## config.mk

```make
export PLATFORM = sky130hd
export DESIGN_NAME = cal_clock_regs
export DESIGN_NICKNAME = d
export VERILOG_FILES = /design/src/rtl/cc_pkg.sv /design/src/rtl/cc_tick_gen.sv /design/src/rtl/cc_calendar.sv /design/src/rtl/cc_reg_read.sv /design/src/rtl/cal_clock_regs.sv
export SDC_FILE = /design/constraint.sdc
export NUM_CORES = 1
export LEC_CHECK = 0
export BUFFER_PORTS_ARGS = -buffer_cell sky130_fd_sc_hd__buf_2
export CAP_MARGIN = 20
export CORE_MARGIN = 2
export CORE_UTILIZATION = 45
export CTS_BUF_LIST = sky130_fd_sc_hd__clkbuf_4
export DETAILED_ROUTE_END_ITERATION = 8
export PLACE_DENSITY = 0.6
export SKIP_CTS_REPAIR_TIMING = 1
export SLEW_MARGIN = 0
export SYNTH_ARGS = -nofsm -noshare
export SYNTH_HDL_FRONTEND = slang
export SYNTH_HIERARCHICAL = 1
export SYNTH_SLANG_ARGS = --single-unit
```

## constraint.sdc

```tcl
create_clock -name clk -period 3.3 [get_ports clk]
set_clock_uncertainty 0.1 [all_clocks]
set_input_delay 0.66 -clock clk [delete_from_list [all_inputs] [get_ports clk]]
set_output_delay 0.66 -clock clk [all_outputs]
set_load 0.05 [all_outputs]
```

## src/rtl/cc_pkg.sv

```systemverilog
package cc_pkg;

  localparam int BYTE_W = 8;

  localparam logic [BYTE_W-1:0] IX_SEC  = 8'h00;
  localparam logic [BYTE_W-1:0] IX_MIN  = 8'h02;
  localparam logic [BYTE_W-1:0] IX_HOUR = 8'h04;
  localparam logic [BYTE_W-1:0] IX_DOW  = 8'h06;
  localparam logic [BYTE_W-1:0] IX_DOM  = 8'h07;
  localparam logic [BYTE_W-1:0] IX_MON  = 8'h08;
  localparam logic [BYTE_W-1:0] IX_YEAR = 8'h09;
  localparam logic [BYTE_W-1:0] IX_CTLA = 8'h0A;
  localparam logic [BYTE_W-1:0] IX_CTLB = 8'h0B;
  localparam logic [BYTE_W-1:0] IX_CTLC = 8'h0C;

  localparam logic [6:0]        CTLA_LOW  = 7'h26;
  localparam logic [BYTE_W-1:0] CTLB_VAL  = 8'h46;
  localparam logic [BYTE_W-1:0] CTLC_VAL  = 8'h00;
  localparam logic [BYTE_W-1:0] YEAR_BIAS = 8'd52;

  typedef struct packed {
    logic [5:0] sec;
    logic [5:0] min;
    logic [4:0] hour;
    logic [2:0] dow;
    logic [4:0] dom;
    logic [3:0] mon;   // 0 = January
    logic [7:0] year;  // years since 1900
  } cc_time_t;

  function automatic logic is_leap(input logic [7:0] yr);
    logic [11:0] full;
    full = 12'd1900 + {4'd0, yr};
    return ((full[1:0] == 2'd0) && ((full % 12'd100) != 12'd0)) ||
           ((full % 12'd400) == 12'd0);
  endfunction

  function automatic logic [4:0] month_len(input logic [3:0] m, input logic leap);
    case (m)
      4'd1:                      return leap ? 5'd29 : 5'd28;
      4'd3, 4'd5, 4'd8, 4'd10:   return 5'd30;
      default:                   return 5'd31;
    endcase
  endfunction

endpackage

```

## src/rtl/cc_tick_gen.sv

```systemverilog
module cc_tick_gen #(
  parameter int PERIOD = 16
) (
  input  logic clk,
  input  logic rst,
  output logic pulse
);
  localparam int CW = (PERIOD > 1) ? $clog2(PERIOD) : 1;
  localparam logic [CW-1:0] LAST = CW'(PERIOD - 1);

  logic [CW-1:0] cnt;

  always_ff @(posedge clk) begin
    if (rst) begin
      cnt   <= '0;
      pulse <= 1'b0;
    end else if (cnt == LAST) begin
      cnt   <= '0;
      pulse <= 1'b1;
    end else begin
      cnt   <= cnt + CW'(1);
      pulse <= 1'b0;
    end
  end
endmodule

```

## src/rtl/cc_calendar.sv

```systemverilog
module cc_calendar
  import cc_pkg::*;
#(
  parameter int       SEC_CYCLES = 50_000_000,
  parameter cc_time_t INIT       = '0
) (
  input  logic     clk,
  input  logic     rst,
  output cc_time_t now
);
  logic     sec_tick;
  cc_time_t nxt;
  logic     leap;
  logic [4:0] mlen;

  cc_tick_gen #(.PERIOD(SEC_CYCLES)) u_sec (
    .clk   (clk),
    .rst   (rst),
    .pulse (sec_tick)
  );

  always_comb begin
    leap = is_leap(now.year);
    mlen = month_len(now.mon, leap);
    nxt  = now;
    if (now.sec != 6'd59) begin
      nxt.sec = now.sec + 6'd1;
    end else begin
      nxt.sec = 6'd0;
      if (now.min != 6'd59) begin
        nxt.min = now.min + 6'd1;
      end else begin
        nxt.min = 6'd0;
        if (now.hour != 5'd23) begin
          nxt.hour = now.hour + 5'd1;
        end else begin
          nxt.hour = 5'd0;
          nxt.dow  = (now.dow == 3'd6) ? 3'd0 : now.dow + 3'd1;
          if (now.dom != mlen) begin
            nxt.dom = now.dom + 5'd1;
          end else begin
            nxt.dom = 5'd1;
            if (now.mon != 4'd11) begin
              nxt.mon = now.mon + 4'd1;
            end else begin
              nxt.mon  = 4'd0;
              nxt.year = now.year + 8'd1;
            end
          end
        end
      end
    end
  end

  always_ff @(posedge clk) begin
    if (rst)           now <= INIT;
    else if (sec_tick) now <= nxt;
  end
endmodule

```

## src/rtl/cc_reg_read.sv

```systemverilog
module cc_reg_read
  import cc_pkg::*;
(
  input  logic              clk,
  input  logic              rst,
  input  logic              idx_we,
  input  logic              dat_we,
  input  logic              dat_re,
  input  logic [BYTE_W-1:0] wdata,
  input  cc_time_t          now,
  output logic [BYTE_W-1:0] rd_data,
  output logic              rd_valid,
  output logic              err
);
  logic [BYTE_W-1:0] idx_q;
  logic              uip_q;
  logic              hit;
  logic [BYTE_W-1:0] val;

  always_comb begin
    hit = 1'b1;
    val = '0;
    case (idx_q)
      IX_SEC:  val = {2'd0, now.sec};
      IX_MIN:  val = {2'd0, now.min};
      IX_HOUR: val = {3'd0, now.hour};
      IX_DOW:  val = {5'd0, now.dow};
      IX_DOM:  val = {3'd0, now.dom};
      IX_MON:  val = {4'd0, now.mon} + 8'd1;
      IX_YEAR: val = now.year - YEAR_BIAS;
      IX_CTLA: val = {uip_q, CTLA_LOW};
      IX_CTLB: val = CTLB_VAL;
      IX_CTLC: val = CTLC_VAL;
      default: hit = 1'b0;
    endcase
  end

  always_ff @(posedge clk) begin
    if (rst) begin
      idx_q    <= '0;
      uip_q    <= 1'b1;
      rd_data  <= '0;
      rd_valid <= 1'b0;
      err      <= 1'b0;
    end else begin
      rd_valid <= 1'b0;
      err      <= 1'b0;
      if (idx_we) idx_q <= wdata;
      if (dat_we) begin
        err <= 1'b1;
      end else if (dat_re) begin
        if (hit) begin
          rd_valid <= 1'b1;
          rd_data  <= val;
          if (idx_q == IX_CTLA) uip_q <= ~uip_q;
        end else begin
          err     <= 1'b1;
          rd_data <= '0;
        end
      end
    end
  end
endmodule

```

## src/rtl/cal_clock_regs.sv

```systemverilog
module cal_clock_regs
  import cc_pkg::*;
#(
  parameter int TICK_PERIOD = 1_000_000,
  parameter int SEC_CYCLES  = 50_000_000,
  parameter int INIT_SEC    = 0,
  parameter int INIT_MIN    = 0,
  parameter int INIT_HOUR   = 0,
  parameter int INIT_DOW    = 4,
  parameter int INIT_DOM    = 1,
  parameter int INIT_MON    = 1,   // 1..12
  parameter int INIT_YEAR   = 70   // years since 1900
) (
  input  logic       clk,
  input  logic       rst,
  input  logic       idx_we,
  input  logic       dat_we,
  input  logic       dat_re,
  input  logic [7:0] wdata,
  output logic [7:0] rd_data,
  output logic       rd_valid,
  output logic       err,
  output logic       tick_irq
);
  localparam cc_time_t INIT_T = '{
    sec:  6'(INIT_SEC),
    min:  6'(INIT_MIN),
    hour: 5'(INIT_HOUR),
    dow:  3'(INIT_DOW),
    dom:  5'(INIT_DOM),
    mon:  4'(INIT_MON - 1),
    year: 8'(INIT_YEAR)
  };

  cc_time_t now;

  cc_calendar #(.SEC_CYCLES(SEC_CYCLES), .INIT(INIT_T)) u_cal (
    .clk (clk),
    .rst (rst),
    .now (now)
  );

  cc_reg_read u_regs (
    .clk      (clk),
    .rst      (rst),
    .idx_we   (idx_we),
    .dat_we   (dat_we),
    .dat_re   (dat_re),
    .wdata    (wdata),
    .now      (now),
    .rd_data  (rd_data),
    .rd_valid (rd_valid),
    .err      (err)
  );

  cc_tick_gen #(.PERIOD(TICK_PERIOD)) u_tick (
    .clk   (clk),
    .rst   (rst),
    .pulse (tick_irq)
  );
endmodule

```

==> qor.csv, run 1 <==
metric,value,unit
critical-path maximum fanout,12,
RSZ-0062 raised after global routing,false,
Max VDD drop,0.2677,mV
core footprint,0.01383,mm^2
CTS tree,done,
Worst-path clk slew,0.16,ns
Die Height,122.8,um
DR vias/cell,5.778,
Post-synth EDFFs,0,
routed via count,5530,
Port Buf Inserts,23,
"Seq/Total Area, Yosys",32.77,%
Area after DPL,0.006661,mm^2
I/O pin total,24,
final wirelength,14260,um
grt total ovfl,0,
largest net degree at the start of global routing,28,
worst rel slew slack,44.38,%
DRC Markers,0,
initial antenna violation count,1,
final instance area,0.006795,mm^2
Layout area overhead,6.952,%
Initial Util,45.95,%
total global-route track usage,19.51,%
first-pass iteration count of the detailed router,5,
Inst Count DP,940,
DIE WIDTH,122.8,um
setup TNS,0,ns
most frequent cells in the layout,"dfxtp_1, nor2_1, nand2_1",
Mapped Cells,756,
Hold Path Class,input port to flip-flop,
FILL cells,1369,
row cnt,43,
library cells used by synthesis,94,
initial DRC count,395,
routed len/inst,14.90,um
later-pin clock latency in the skew report,0.48,ns
LEAKAGE,2.346,nW
Period minus WS final,3.116,ns
share of the synthesized area in the top cell type,32.77,%
routability cong.,0.8703,
DPL Wire Length,10270,um
Clock Sink Count,104,
Die ar.,0.01509,mm^2
"commonest non-fill, non-tap cell in the layout",dfxtp_1,
Max-cap violations,0,
Synth area leaders,"dfxtp_1, nor2_1, mux2i_1",
crit path kind,flip-flop to flip-flop,
largest area contributor in the netlist,dfxtp_1,
vias in the first global route,5051,
Synth Register Bits,104,
area of the multi-input gates,0.003948,mm^2
Syn Nets,787,
Storage cell area,0.002087,mm^2
final hold slack,0.2856,ns
asr flop ratio synth,0,%
H-Tree Depth,3,
fin crit share,94.41,%
CTS Buffer Depth,2,
Setup crit start kind,flip-flop,
pwr dens,296.1,mW/mm^2
Final Instance Count excl. Fillers,957,
"Slew Viols, Final",0,
Worst EP arrival,3.45,ns
Fmax,321.0,MHz
Clock Tree Root,clkbuf_4,
CP required,3.63,ns
status,"finished, final reports clean",
syn avg cell area,8.404,um^2
final setup fails,0,
Main synth FF type,dfxtp_1,
Final Hold Fails,0,
Worst-Margin Slew,0.8332,ns
ANT nets after route,0,
CP Capture Type,flip-flop,
YS warnings,6,
nets,802,
first-pass GRT wire length,23890,um
"Cell Area, Synth",0.006354,mm^2
layout cells sized above 1,13.02,%
total CTS buffers,9,
-- routing by layer --
metal	GRT usage [%]	routed length, um
met1	25.90	6855
met2	31.94	6689
met3	4.507	575
met4	4.813	140
met5	0	0
-- metrics by stage --
| stage | setup slack [ns] | util [%] | power (W) |
|---|---|---|---|
| 2_1_floorplan | 0.03004 | - | 0.001398 |
| 4_1_cts | 0.04483 | 49.05 | 0.002047 |
| 3_3_place_gp | 0.1773 | 48.18 | 0.001423 |
| 3_5_place_dp | 0.08167 | 48.18 | 0.001425 |
| 5_1_grt | 0.007042 | 49.14 | 0.002111 |
| 6_report | 0.1845 | 49.14 | 0.002012 |
-- synth_stat cells, drive strengths merged, types with 15 or more instances --
cell / number
a21oi: 34
buf: 29
clkbuf: 15
dfxtp: 104
ha: 18
inv: 26
mux2i: 25
nand2: 42
nand3: 29
nand4: 31
nor2: 85
nor3: 33
o21ai: 32
o31ai: 16
or4: 17
xnor2: 26
xor2: 26
-- sequential cells by signal, indices dropped and copies added, names as in the netlist --
signal             count
u_regs/err             1
u_cal/now             37
u_tick/cnt            20
u_regs/uip_q           1
u_regs/rd_valid        1
u_tick/pulse           1
u_regs/idx_q           8
u_cal/u_sec/pulse      1
u_cal/u_sec/cnt       26
u_regs/rd_data         8
-- power breakdown --
group | switching (W) | total (W) | internal (W)
registers | 0.0000238 | 0.00129 | 0.00127
clock network | 0.000451 | 0.000614 | 0.000163
logic | 0.0000651 | 0.000104 | 0.0000391
total | 0.000540 | 0.00201 | 0.00147
-- path summary, 6_finish.rpt --
kind / from / slack [ns] / depth (start not counted) / to
setup / recovery: u_cal/now[3] / 0.18 / 9 / u_cal/now[7]
hold / removal: dat_we / 0.29 / 3 / u_regs/err
setup reg to reg: u_cal/now[3] / 0.18 / 9 / u_cal/now[7]
hold reg to reg: u_regs/rd_data[1] / 0.37 / 2 / u_regs/rd_data[1]
-- kinds of logic (layout without fill, tap and decap cells) --
logic type / Yosys count / in the layout / share of synthesized area (%)
mux: 30 / 30 / 4.825
fa+ha+maj: 18 / 18 / 3.545
other cells: 0 / 1 / 0
xor+xnor: 52 / 52 / 7.168
compound gates: 153 / 153 / 17.25
flops: 104 / 104 / 32.77
buf+inv: 70 / 90 / 5.218
simple gates: 329 / 329 / 29.22
-- worst max-delay path, stage by stage (launching register included) --
cell	delay [ns]
dfxtp_1	0.36
buf_4	0.18
or2_0	0.37
a2111o_1	0.46
o21a_1	0.19
o22a_1	0.22
o211ai_2	0.30
mux2_2	0.41
or4_1	0.40
nand2_1	0.07
-- cell type report --
cell class	instances	area share, %
Clock buffer	9	0.9943
Antenna cell	1	0.03683
Multi-Input combinational cell	582	58.09
Sequential cell	104	30.71
Clock inverter	7	0.7733
Timing Repair Buffer	48	4.640
Tap cell	180	3.314
Inverter	26	1.436
No activity file was read; power rests on OpenSTA's default activity.
==> run 2, diff against run 1 <==
--- a/config.mk
+++ b/config.mk
@@ -11,7 +11,7 @@
 export CORE_UTILIZATION = 45
 export CTS_BUF_LIST = sky130_fd_sc_hd__clkbuf_4
 export DETAILED_ROUTE_END_ITERATION = 8
-export PLACE_DENSITY = 0.6
+export PLACE_DENSITY = 0.58
 export SKIP_CTS_REPAIR_TIMING = 1
 export SLEW_MARGIN = 0
 export SYNTH_ARGS = -nofsm -noshare
==> constraint.sdc (replaced) <==
create_clock -name clk -period 3.5 [get_ports clk]
set_clock_uncertainty 0.1 [all_clocks]
set_input_delay 0.35 -clock clk [delete_from_list [all_inputs] [get_ports clk]]
set_output_delay 0.35 -clock clk [all_outputs]
set_load 0.05 [all_outputs]
==> run 2 against run 1 <==
Non-clock buffer count grew 5. Combinational power is essentially flat. Final area grew 0.90%. Critical path type unchanged. Largest cell class unchanged. Worst setup slack gained 0.020 ns. Highest routed layer unchanged.
==> qor.csv, run 2 (same netlist as run 1, synthesis figures left out) <==
metric,value,unit,change
initial antenna violation count,0,,-1
Largest register FFs,37,,unchanged
Reg-to-Reg End,u_cal/now[7],,
"Slew Viols, Final",0,,unchanged
Setup crit start kind,flip-flop,,
total global-route track usage,19.75,%,+0.24 points
initial DRC count,390,,-1.3%
reg2reg path depth,11,,+2
fin crit share,94.16,%,-0.25 points
CTS Buffer Depth,2,,unchanged
setup TNS,0,ns,unchanged
worst rel slew slack,33.54,%,-11 points
Largest Register,u_cal/now,,
largest net degree at the start of global routing,32,,+14%
Clock Tree Root,clkbuf_4,,
Layout area overhead,7.917,%,
status,"finished, final reports clean",,
DPL Wire Length,10330,um,+0.57%
I/O pin total,24,,unchanged
DIE WIDTH,122.8,um,unchanged
layout cells sized above 1,11.92,%,-1.1 points
crit path kind,flip-flop to flip-flop,,
final wirelength,14420,um,+1.1%
later-pin clock latency in the skew report,0.48,ns,about the same
Worst Setup SP,u_cal/now[3],,
most frequent cells in the layout,"dfxtp_1, nor2_1, nand2_1",,
top flop regs,"u_cal/now: 37 flops, u_cal/u_sec/cnt: 26 flops, u_tick/cnt: 20 flops",,
H-Tree Depth,3,,unchanged
row cnt,43,,unchanged
CP Capture Type,flip-flop,,
Worst-Margin Slew,0.9955,ns,+0.1623 ns
Final Hold Fails,0,,unchanged
LEAKAGE,2.362,nW,+0.69%
CTS tree,done,,
total CTS buffers,9,,unchanged
Util after Layout,49.59,%,+0.44 points
routability cong.,0.9204,,+5.8%
first-pass iteration count of the detailed router,5,,unchanged
Max VDD drop,0.2138,mV,-20%
ANT nets after route,0,,unchanged
vias in the first global route,5182,,+2.6%
Initial Util,45.95,%,unchanged
nets,807,,+0.62%
Port Buf Inserts,23,,unchanged
Fmax,303.4,MHz,-5.5%
Die Height,122.8,um,unchanged
first-pass GRT wire length,24210,um,+1.4%
Hold Path Class,input port to flip-flop,,
RR Startpoint,u_cal/now[3],,
routed len/inst,15.02,um,+0.77%
"commonest non-fill, non-tap cell in the layout",dfxtp_1,,
crit path capture,u_cal/now[7],,
final setup fails,0,,unchanged
DR vias/cell,5.811,,+0.57%
antenna cells,0,,-1
Clock Sink Count,104,,unchanged
FF-to-FF setup slack,0.20,ns,+0.02 ns
Max-cap violations,0,,unchanged
core footprint,0.01383,mm^2,unchanged
Worst-path clk slew,0.16,ns,about the same
Worst EP arrival,3.63,ns,+0.18 ns
Period minus WS final,3.296,ns,+0.1802 ns
pwr dens,286.6,mW/mm^2,-3.2%
Die ar.,0.01509,mm^2,unchanged
RSZ-0062 raised after global routing,false,,
routed via count,5579,,+0.89%
CP required,3.83,ns,+0.20 ns
critical-path maximum fanout,12,,unchanged
DRC Markers,0,,unchanged
grt total ovfl,0,,unchanged
run 2: cell types whose count changed in the layout (fill, tap and decap cells not counted), moves of 2 or more:
cell / delta
dlygate4sd3_1: +10
buf_4: -4
clkinv_4: +2
dfxtp_1: +2
inv_8: -2
run 2: layer usage:
layer	share of wire, %	wire (um)	GRT usage [%]	vias up
met5	0	0	0	-
met4	1.0	149	4.382	0
met3	4.5	653	5.437	13
met2	48	6914	33.81	128
met1	46	6698	24.67	2621
li1	-	-	-	2817
run 2: critical path: stages, from the launching register on:
cell and delay [ns]:
dfxtp_1 0.38, inv_1 0.15, ha_2 0.27, buf_4 0.19, o21ai_0 0.16, o221a_1 0.28
a2111oi_1 0.47, o31ai_1 0.16, o211ai_2 0.19, mux2_2 0.42, or4_1 0.40, nand2_1 0.07
run 2: worst min-delay path by stage:
stage                            from           endpoint  slack, ns  depth (start not counted)
finish                         idx_we    u_regs/idx_q[5]       0.18                          3
floorplan                         rst  u_cal/u_sec/pulse       0.32                          1
global route                   idx_we    u_regs/idx_q[5]       0.14                          3
global placement    u_regs/rd_data[3]  u_regs/rd_data[3]       0.34                          1
CTS                            dat_we         u_regs/err      -0.04                          3
detailed placement  u_regs/rd_data[5]  u_regs/rd_data[5]       0.34                          2
run 2: per-stage QoR:
step	power [W]	cell area [um^2]	worst slack [ns]	hold slack [ns]	cells
after detailed placement	0.001345	6610	0.1692	0.3403	935
final	0.001965	6857	0.2043	0.1835	960
after CTS	0.001989	6750	0.1290	-0.04327	950
after global placement	0.001341	6610	0.2637	0.3353	935
after floorplan	0.001318	6354	0.03566	0.3223	756
after global routing	0.002055	6857	0.03735	0.1385	960
run 2: final cells by class:
class                   count  area, um^2
inverters                  26       97.59
repair buffers             53       365.4
flip-flops and latches    104        2082
clock buffers               9       67.56
clock inverters             6       72.57
well taps                 180       225.2
fillers                  1310        6970
multi-input cells         582        3946
run 2: power breakdown:
group | switching (W) | internal, W | leakage (nW)
clock | 0.000418 | 0.000219 | 0.0761
combinational | 0.0000606 | 0.0000440 | 1.45
sequential | 0.0000257 | 0.00120 | 0.841
total | 0.000504 | 0.00146 | 2.36
